--- src/rtl/desc_ring_cache.sv ---
module desc_ring_cache #(
  parameter int ADDR_W = 32,
  parameter int IDX_W  = 16,
  parameter int CAP    = 8,
  parameter int DLY_W  = 8,
  localparam int CNT_W = $clog2(CAP + 1),
  localparam int LEN_W = IDX_W + 4
) (
  input  logic              clk,
  input  logic              rst_n,
  input  logic [ADDR_W-1:0] ring_base,
  input  logic [LEN_W-1:0]  ring_bytes,
  input  logic [IDX_W-1:0]  ring_tail,
  output logic [IDX_W-1:0]  ring_head,
  output logic [IDX_W-1:0]  fetch_ptr,
  input  logic [DLY_W-1:0]  fetch_dly,
  input  logic [DLY_W-1:0]  wb_dly,
  input  logic              fetch_req,
  input  logic              wb_req,
  input  logic [CNT_W-1:0]  wb_mask,
  output logic              take_valid,
  input  logic              take_ready,
  input  logic              ret_valid,
  output logic              dma_req_valid,
  input  logic              dma_req_ready,
  output logic              dma_req_wr,
  output logic [ADDR_W-1:0] dma_req_addr,
  output logic [CNT_W-1:0]  dma_req_cnt,
  input  logic              dma_rd_done,
  input  logic              dma_wr_done
);

  typedef enum logic [1:0] {S_IDLE, S_WAIT, S_REQ, S_BUSY} st_t;

  st_t fst, wst;
  logic [CNT_W-1:0] n_unused, n_held, n_used;
  logic [CNT_W-1:0] fcnt, wcnt, wmask;
  logic [DLY_W-1:0] fdc, wdc;
  logic more, replay, hold_rd;

  logic [IDX_W-1:0] len;
  logic [IDX_W-1:0] f_avail;
  logic [CNT_W:0]   occ;
  logic [CNT_W-1:0] f_free, f_take;
  logic             f_go;

  assign len     = ring_bytes[LEN_W-1:4];
  assign f_avail = (ring_tail >= fetch_ptr) ? ring_tail - fetch_ptr : len - fetch_ptr;
  assign occ     = (CNT_W+1)'(n_unused) + (CNT_W+1)'(n_held) + (CNT_W+1)'(n_used);
  assign f_free  = CNT_W'((CNT_W+1)'(CAP) - occ);
  assign f_take  = (f_avail < IDX_W'(f_free)) ? CNT_W'(f_avail) : f_free;
  assign f_go    = (fst == S_IDLE) && fetch_req && (f_take != '0);

  logic [CNT_W-1:0] w_msk, w_take;
  logic [IDX_W:0]   w_end;
  logic             w_go, w_split, w_late;

  assign w_go    = (wst == S_IDLE) && (wb_req || replay);
  assign w_msk   = wb_req ? wb_mask : wmask;
  assign w_end   = {1'b0, ring_head} + (IDX_W+1)'(n_used);
  assign w_split = w_end >= {1'b0, len};
  assign w_take  = w_split ? CNT_W'(len - ring_head) : (n_used & ~w_msk);
  assign w_late  = (wst != S_IDLE) && wb_req && (wb_mask < wmask);

  logic wreq, rreq, acc_r, acc_w, rd_fin, wr_fin, take_fire, ret_fire;
  assign wreq          = (wst == S_REQ);
  assign rreq          = (fst == S_REQ);
  assign dma_req_valid = wreq || rreq;
  assign dma_req_wr    = wreq && !hold_rd;
  assign dma_req_cnt   = dma_req_wr ? wcnt : fcnt;
  assign dma_req_addr  = ring_base + ADDR_W'({(dma_req_wr ? ring_head : fetch_ptr), 4'b0000});
  assign acc_r         = dma_req_valid && dma_req_ready && !dma_req_wr;
  assign acc_w         = dma_req_valid && dma_req_ready && dma_req_wr;
  assign rd_fin        = dma_rd_done && (fst == S_BUSY);
  assign wr_fin        = dma_wr_done && (wst == S_BUSY);
  assign take_valid    = (n_unused != '0);
  assign take_fire     = take_valid && take_ready;
  assign ret_fire      = ret_valid && (n_held != '0);

  logic [IDX_W:0] f_nx, h_nx;
  assign f_nx = {1'b0, fetch_ptr} + (IDX_W+1)'(fcnt);
  assign h_nx = {1'b0, ring_head} + (IDX_W+1)'(wcnt);

  always_ff @(posedge clk) begin
    if (!rst_n) begin
      n_unused <= '0;
      n_held   <= '0;
      n_used   <= '0;
      hold_rd  <= 1'b0;
    end else begin
      n_unused <= n_unused + (rd_fin ? fcnt : '0) - CNT_W'(take_fire);
      n_held   <= n_held + CNT_W'(take_fire) - CNT_W'(ret_fire);
      n_used   <= n_used + CNT_W'(ret_fire) - (wr_fin ? wcnt : '0);
      hold_rd  <= dma_req_valid && !dma_req_wr && !dma_req_ready;
    end
  end

  always_ff @(posedge clk) begin
    if (!rst_n) begin
      fst       <= S_IDLE;
      fcnt      <= '0;
      fdc       <= '0;
      fetch_ptr <= '0;
    end else begin
      case (fst)
        S_IDLE: if (f_go) begin
          fcnt <= f_take;
          fdc  <= fetch_dly;
          fst  <= S_WAIT;
        end
        S_WAIT: if (fdc == '0) fst <= S_REQ; else fdc <= fdc - 1'b1;
        S_REQ:  if (acc_r) fst <= S_BUSY;
        S_BUSY: if (dma_rd_done) begin
          fst       <= S_IDLE;
          fetch_ptr <= (f_nx >= {1'b0, len}) ? IDX_W'(f_nx - {1'b0, len}) : IDX_W'(f_nx);
        end
        default: fst <= S_IDLE;
      endcase
    end
  end

  always_ff @(posedge clk) begin
    if (!rst_n) begin
      wst       <= S_IDLE;
      wcnt      <= '0;
      wdc       <= '0;
      wmask     <= '0;
      more      <= 1'b0;
      replay    <= 1'b0;
      ring_head <= '0;
    end else begin
      if (w_late) begin
        wmask <= wb_mask;
        more  <= 1'b1;
      end
      case (wst)
        S_IDLE: if (w_go) begin
          replay <= 1'b0;
          wmask  <= w_msk;
          if (w_take != '0) begin
            wcnt <= w_take;
            wdc  <= wb_dly;
            more <= w_split;
            wst  <= S_WAIT;
          end
        end
        S_WAIT: if (wdc == '0) wst <= S_REQ; else wdc <= wdc - 1'b1;
        S_REQ:  if (acc_w) wst <= S_BUSY;
        S_BUSY: if (dma_wr_done) begin
          wst       <= S_IDLE;
          replay    <= more || w_late;
          more      <= 1'b0;
          ring_head <= (h_nx >= {1'b0, len}) ? IDX_W'(h_nx - {1'b0, len}) : IDX_W'(h_nx);
        end
        default: wst <= S_IDLE;
      endcase
    end
  end

  a_r2_fetch_in_ring: assert property (@(posedge clk) disable iff (!rst_n)
    (dma_req_valid && !dma_req_wr) |-> ({1'b0, fetch_ptr} + (IDX_W+1)'(dma_req_cnt) <= {1'b0, len}));

  a_r3_fetch_fits: assert property (@(posedge clk) disable iff (!rst_n)
    (dma_req_valid && !dma_req_wr) |->
      (dma_req_cnt != '0) && ((CNT_W+1)'(dma_req_cnt) + occ <= (CNT_W+1)'(CAP)));

  a_r4_one_fetch: assert property (@(posedge clk) disable iff (!rst_n)
    acc_r |=> !(dma_req_valid && !dma_req_wr));

  a_r6_wb_in_ring: assert property (@(posedge clk) disable iff (!rst_n)
    (dma_req_valid && dma_req_wr) |-> ({1'b0, ring_head} + (IDX_W+1)'(dma_req_cnt) <= {1'b0, len}));

  a_r7_wb_aligned: assert property (@(posedge clk) disable iff (!rst_n)
    (dma_req_valid && dma_req_wr && !more) |-> ((dma_req_cnt & wmask) == '0));

  a_r12_hold: assert property (@(posedge clk) disable iff (!rst_n)
    (dma_req_valid && !dma_req_ready) |=>
      dma_req_valid && $stable(dma_req_wr) && $stable(dma_req_addr) && $stable(dma_req_cnt));

  a_r13_occupancy: assert property (@(posedge clk) disable iff (!rst_n)
    occ <= (CNT_W+1)'(CAP));

endmodule

--- config.mk ---
export PLATFORM = sky130hd
export DESIGN_NAME = desc_ring_cache
export DESIGN_NICKNAME = d
export VERILOG_FILES = /design/src/rtl/desc_ring_cache.sv
export SDC_FILE = /design/constraint.sdc
export NUM_CORES = 1
export LEC_CHECK = 0
export CAP_MARGIN = 30
export CORE_ASPECT_RATIO = 0.9
export CORE_MARGIN = 8
export CORE_UTILIZATION = 26
export CTS_CLUSTER_SIZE = 40
export DETAILED_ROUTE_END_ITERATION = 7
export GPL_ROUTABILITY_DRIVEN = 0
export PLACE_DENSITY = 0.45
export SYNTH_ARGS = -nofsm -noshare
export SYNTH_HDL_FRONTEND = slang
export SYNTH_SLANG_ARGS = --single-unit
--- constraint.sdc ---
create_clock -name clk -period 4.35 [get_ports clk]
set_input_delay 0.435 -clock clk [delete_from_list [all_inputs] [get_ports clk]]
set_output_delay 0.435 -clock clk [all_outputs]
set_load 0.02 [all_outputs]
==> flow_summary.yaml, run 1 <==
yosys:
  synth.distinct_cells: 91
  synth_ff_type: "dfxtp_1"
  synthArstFlopShare_pct: 0
  synth.yosys.seq_area_share_pct: 14.53
  syn_inst: 1413
  synth-seq-cells: 79
  syn_area_mm2: 0.01088
  syn-num-nets: 1676
  syn-mean-instance-area_um2: 7.703
  synth-edff-count: 0
  ys_warn_count: 0
worst_setup_path:
  worst_ep_arrival_time_ns: 3.99
  cp.depth: 18
  crit_type: "reg2out"
  cp_slowest_stage_delay_ns: 0.39
  cp_slowest_cell: "fa_2"
  path_delay_family: "compound AO/OA/AOI/OAI gates"
  crit_path_start_kind: "flop"
  worstSetupStartpoint: "wst[0]"
  reg2reg_from: "n_used[1]"
  ff2ff_path_depth: 19
  critPathCaptureType: "primary output"
  critical_path.max_fanout: 4
  crit_chain: "inv_2 -> ha_4 -> nand2b_4 -> mux2_4 -> ha_4 -> fa_2 -> a21o_1 -> a21oi_2 -> o21bai_1 -> a21o_1 -> a21oi_2 -> o211ai_1 -> o41ai_2 -> o311a_1 -> o211ai_1 -> nand4_1 -> xnor2_2 -> buf_4"
  worst_ep_required_time_ns: 3.91
  path_buf_inv: 2
grt:
  grt_overflow: 0
  gr-usage-all-layers_pct: 15.92
  grt_pass1_wl_um: 62130
  grt_max_degree: 50
  grt_antenna_before_repair: 0
  grt_pass1_vias: 11230
timing:
  worst_slew_pin_slew_ns: 0.8207
  fin_worst_skew_ns: 0.006980
  setup_viol: 4
  layout_setup_ws_ns: -0.07733
  max_freq_ghz: 0.2259
  holdWs_ns: 0.4694
  hold_viol: 0
  slew_headroom_pct: 45.15
  rsz0062_at_grt: "yes"
  slew_viol_final: 0
  period_needed_ns: 4.427
  finalCritPeriodShare_pct: 101.8
detailed_routing:
  postRouteAntennaNets: 0
  wl_per_cell_um: 17.54
  drc: 0
  vias: 11230
  viasPerCell: 4.926
  drt_iter0_markers: 461
  drt-pass1-iter-count: 8
  wl_um: 39980
clocking:
  clockBufferDepth: 2
  root_buffer: "clkbuf_16"
  cts-htree-levels: 3
  clkSlewWorstSetupHoldPaths_ns: 0.07
  cts_buffers: 9
  insertion_delay_ns: 0.36
  clock-sinks: 79
  holdBufCountCts: 0
  cts_tree: "yes"
floorplanning:
  start_util_pct: 26.18
  ios: 168
  die_h_um: 210.1
  num_rows: 71
  design.die.area_mm2: 0.04868
  core_mm2: 0.04157
  die_width_um: 231.7
power:
  ir_drop_v: 0.0003744
  p_leak_nw: 6.677
  power.internal_w: 0.003186
  p_sw_share_pct: 45.52
  p_per_area_mw_per_mm2: 386.0
  combPwrFrac_pct: 69.9
  switchingPower_w: 0.002662
  power_frac_seq_pct: 17.4
  pwr-share-clk_pct: 12.6
status:
  violations: "setup timing"
  status: "complete, but fails checks"
worst_hold_path:
  min_from: "wdc[4]"
  whs_path_depth: 2
  min_path_type: "reg2reg"
final_layout:
  final_common_cell: "buf_4"
  layout.nets: 1990
  fillers: 4439
  final_util_pct: 36.45
  register_area_mm2: 0.001599
  syn_to_final_growth_pct: 39.22
  multiInputGateArea_mm2: 0.009009
  final_cell_mix: "buf_4 (202), ha_1 (143), clkdlybuf4s50_1 (135)"
  insertedDiodeCount: 0
  layout-drive-gt1-share_pct: 21.65
place:
  dp.final_hpwl_um: 32440
  io_buffers: 155
run:
  max-cap-violations: 0
## timing repair
| item | in CTS | in global routing |
|---|---|---|
| pin swaps | 35 | 30 |
| gates cloned | 1 | 2 |
| endpoints found under the setup margin | 51 | 79 |
| gates resized for setup | 97 | 66 |
| setup buffers | 5 | 14 |
## power by group through the flow
stage                     Sequential [W]  Combinational (W)  Clock [W]
after floorplan                  0.00101            0.00249          0
after detailed placement         0.00102            0.00367          0
final                            0.00102            0.00409   0.000740
after CTS                        0.00102            0.00392   0.000776
after global routing             0.00104            0.00454   0.000797
after global placement           0.00103            0.00365          0
## cell type report
cell class,count,area share [%]
multi-input cells,1156,59.45
repair buffers,358,20.67
flip-flops and latches,79,10.55
well taps,547,4.517
inverters,123,3.047
clock buffers,11,1.536
clock inverters,5,0.2312
## flip-flops by register name (all words and copies together), names as in the netlist, 2 cells and up
signal,flops
wcnt,4
wst,2
wdc,8
n_held,4
n_unused,4
fcnt,4
wmask,4
fst,2
fdc,8
n_used,4
ring_head,16
fetch_ptr,16
## logic make-up (layout without fill, tap and decap cells)
group                    count (synthesis)  in the layout  synth area share, %
buffers and inverters                  179            497                6.529
adder cells (fa/ha/maj)                166            166                20.12
XOR/XNOR                               126            126                10.14
multiplexers                            50             51                4.840
AND/OR/NAND/NOR                        421            421                18.81
AO/OA/AOI/OAI                          392            392                25.04
flip-flops                              79             79                14.53
## per-layer routing
| metal | global-route usage, % | vias up | wire [um] |
|---|---|---|---|
| met1 | 21.16 | 5270 | 19170 |
| met4 | 2.365 | 0 | 396 |
| met5 | 0 | - | 0 |
| met3 | 3.682 | 22 | 1905 |
| met2 | 26.53 | 211 | 18500 |
| li1 | - | 5723 | - |
## worst register-to-register path: stages (launching register included)
cell	delay, ns
dfxtp_2	0.33
ha_4	0.23
fa_1	0.48
inv_1	0.05
ha_2	0.17
fa_2	0.35
xor2_1	0.15
xnor2_1	0.22
inv_1	0.14
ha_4	0.27
a21oi_4	0.17
and3_4	0.20
a211oi_2	0.06
a2111o_1	0.32
a21oi_4	0.18
nand2_2	0.10
buf_6	0.15
o221ai_4	0.30
a211oi_2	0.12
o221a_2	0.24
## per-stage QoR
step / power, W / std cells / setup TNS (ns) / area [um2] / setup WS (ns)
3_3_place_gp: 0.004675 / 2241 / -9.150 / 14350 / -0.4551
2_1_floorplan: 0.003501 / 1413 / 0 / 10970 / 0.001593
3_5_place_dp: 0.004696 / 2241 / -12.24 / 14350 / -0.5247
5_1_grt: 0.006376 / 2279 / -4.064 / 15150 / -0.2619
4_1_cts: 0.005713 / 2263 / -0.2956 / 14810 / -0.07318
6_report: 0.005849 / 2279 / -0.2259 / 15150 / -0.07733
## path summary, 6_finish.rpt
check | endpoint | slack [ns]
setup / recovery | dma_req_addr[30] | -0.08
hold / removal | wdc[4] | 0.47
setup reg to reg | fdc[6] | 0.01
hold reg to reg | wdc[4] | 0.47
## synth_stat cells (all sizes together), types with 10 or more instances
master,n,share of area (%)
a211oi,24,1.7
a21o,31,2.1
a21oi,106,5.0
a31oi,10,0.57
and2,17,1.0
and3,17,1.0
buf,13,0.80
clkbuf,43,1.5
dfxtp,79,15
fa,15,2.8
ha,151,17
inv,122,4.2
mux2,21,2.2
mux2i,29,2.7
nand2,121,4.2
nand2b,10,0.57
nand3,28,1.3
nand4,24,1.4
nor2,113,4.0
nor2b,20,1.1
nor3,28,1.3
o211ai,14,0.97
o21a,19,1.3
o21ai,64,3.0
o22ai,12,0.69
o31ai,13,0.90
or2,11,0.63
xnor2,77,6.2
xor2,49,3.9
(Power assumes the default switching activity.)
==> inputs of run 2 (changes only) <==
--- a/config.mk
+++ b/config.mk
@@ -12,7 +12,7 @@
 export CTS_CLUSTER_SIZE = 40
 export DETAILED_ROUTE_END_ITERATION = 7
 export GPL_ROUTABILITY_DRIVEN = 0
-export PLACE_DENSITY = 0.45
+export PLACE_DENSITY = 0.43
 export SYNTH_ARGS = -nofsm -noshare
 export SYNTH_HDL_FRONTEND = slang
 export SYNTH_SLANG_ARGS = --single-unit
==> constraint.sdc (replaced) <==
create_clock -name clk -period 4.3 [get_ports clk]
set_input_delay 0.43 -clock clk [delete_from_list [all_inputs] [get_ports clk]]
set_output_delay 0.43 -clock clk [all_outputs]
set_load 0.02 [all_outputs]
==> run 2 against run 1 <==
The flow still finishes with violations (setup timing). Worst hold slack better by 0.0069 ns. Final area increased by 3.0%. Count of clock-buffer cells in the layout stayed put. Sequential share of layout area decreased by 0.25 points. Global-route usage increased by 0.18 points. Routed wire length increased by 1.6%. Register-to-register slack lost 0.12 ns. Power increased by 6.0%. First-iteration DRC count increased by 20%. Clock power rose by 11%. Clock skew up 0.0059 ns. Setup slack got worse by 0.030 ns.
==> flow_summary.yaml, run 2 (synthesis results as in run 1) <==
worst_setup_path:
  crit_chain: "clkdlybuf4s50_1 -> ha_1 -> and4_4 -> and2_4 -> a221oi_4 -> and2_4 -> nand2_1 -> o21ai_4 -> ha_4 -> a21o_1 -> a21oi_4 -> nand3_2 -> a21oi_2 -> a211oi_2 -> a2111o_1 -> a21oi_4 -> nand2_2 -> buf_6 -> o221ai_4 -> a21oi_1 -> o221a_2"
  ff2ff_setup_slack_ns: -0.11
  reg2reg_from: "n_held[1]"
  path_buf_inv: 2
  crit_type: "in2reg"
  crit_path_start_kind: "input pin"
  path_delay_family: "compound AO/OA/AOI/OAI gates"
  critical_path.max_fanout: 7
  critPathCaptureType: "flop"
  reg2reg_to: "fdc[0]"
  cp_slowest_cell: "clkdlybuf4s50_1"
  worst_ep_arrival_time_ns: 4.67
  cp.depth: 21
  worst_ep_required_time_ns: 4.56
  ff2ff_path_depth: 19
  cp_slowest_stage_delay_ns: 0.42
timing:
  fin_worst_skew_ns: 0.01286
  setup_tns_ns: -0.5718
  layout_setup_ws_ns: -0.1074
  rsz0062_at_grt: "yes"
  worst_slew_pin_slew_ns: 0.8122
  slew_headroom_pct: 45.72
  setup_viol: 9
  period_needed_ns: 4.407
  finalCritPeriodShare_pct: 102.5
  max_freq_ghz: 0.2269
  slew_viol_final: 0
  hold_viol: 0
  holdWs_ns: 0.4764
detailed_routing:
  wl_um: 40610
  postRouteAntennaNets: 0
  wl_per_cell_um: 17.61
  viasPerCell: 4.866
  drc: 0
  vias: 11220
  drt_iter0_markers: 552
  drt-pass1-iter-count: 5
power:
  p_leak_nw: 6.869
  p_per_area_mw_per_mm2: 397.4
  ir_drop_v: 0.0004168
final_layout:
  final_common_cell: "buf_4"
  layout-drive-gt1-share_pct: 24.56
  final_cell_mix: "buf_4 (230), ha_1 (134), clkdlybuf4s50_1 (133)"
  syn_to_final_growth_pct: 43.34
  layout.nets: 2017
  insertedDiodeCount: 0
  final_util_pct: 37.53
  top_regs: "fetch_ptr: 16 flops, ring_head: 16 flops"
place:
  dp.final_hpwl_um: 32940
  io_buffers: 155
grt:
  grt_max_degree: 49
  grt_antenna_before_repair: 0
  grt_pass1_vias: 11220
  grt_overflow: 0
  grt_pass1_wl_um: 62370
  gr-usage-all-layers_pct: 16.10
worst_hold_path:
  worstHoldEndpoint: "wdc[6]"
  min_from: "wdc[6]"
  min_path_type: "reg2reg"
  whs_path_depth: 2
run:
  max-cap-violations: 0
status:
  status: "complete, but fails checks"
  violations: "setup timing"
clocking:
  cts_tree: "yes"
  cts_buffers: 9
  clock-sinks: 79
  clockBufferDepth: 2
  root_buffer: "clkbuf_16"
  clkSlewWorstSetupHoldPaths_ns: 0.06
  insertion_delay_ns: 0.37
  cts-htree-levels: 3
floorplanning:
  start_util_pct: 26.18
  core_mm2: 0.04157
  die_h_um: 210.1
  num_rows: 71
  design.die.area_mm2: 0.04868
  ios: 168
  die_width_um: 231.7
## run 2: how the worst max path moves through the flow
stage | from | to | slack [ns]
final | ring_tail[13] | fdc[0] | -0.11
after global routing | ring_tail[0] | fdc[0] | -0.29
after CTS | wst[0] | dma_req_addr[30] | -0.12
after detailed placement | ring_tail[0] | fdc[2] | -0.56
after global placement | wst[0] | dma_req_addr[30] | -0.47
after floorplan | n_held[1] | fdc[4] | 0.0005
## run 2: timing repair
action,CTS,global route
gates cloned,1,1
buffers inserted,11,18
hold buffers,0,0
pin swaps,32,56
gates resized for setup,103,98
setup endpoints to repair,58,79
## run 2: where the power goes
| part | leakage, nW | total (W) | switching [W] | internal (W) |
|---|---|---|---|---|
| Combinational | 6.07 | 0.00434 | 0.00227 | 0.00207 |
| Clock | 0.144 | 0.000820 | 0.000368 | 0.000452 |
| Sequential | 0.653 | 0.00104 | 0.000143 | 0.000895 |
## run 2: routing by layer
| metal | global-route usage (%) | share of wire, % | vias up |
|---|---|---|---|
| met1 | 21.14 | 47 | 5231 |
| met4 | 3.471 | 0.95 | 0 |
| met3 | 3.709 | 5.3 | 18 |
| met2 | 26.67 | 46 | 204 |
| li1 | - | - | 5768 |
| met5 | 0 | 0 | - |
## run 2: worst min-delay path, delay by kind of cell, from the launching register on
kind | cells | cell delay (ns)
DFF | 1 | 0.31
and+or+nand+nor | 1 | 0.05
AOI/OAI and AO/OA | 1 | 0.07
## run 2: through the flow
step                      power, W  setup WS, ns  area [um2]  instances
final                     0.006200       -0.1074       15600       2306
after global routing      0.006739       -0.2933       15600       2306
after CTS                 0.005953       -0.1180       15080       2287
after detailed placement  0.004800       -0.5625       14520       2259
after global placement    0.004774       -0.4653       14490       2258
after floorplan           0.003573     0.0004667       10990       1413
## run 2: area by class of cell
type	instances	area [um2]
clock buffer	11	232.7
timing repair buffer	386	3356
multi-input combinational	1155	9203
fill	4388	25970
tap	547	684.4
clock inverter	5	57.56
sequential	79	1607
inverter	123	461.7
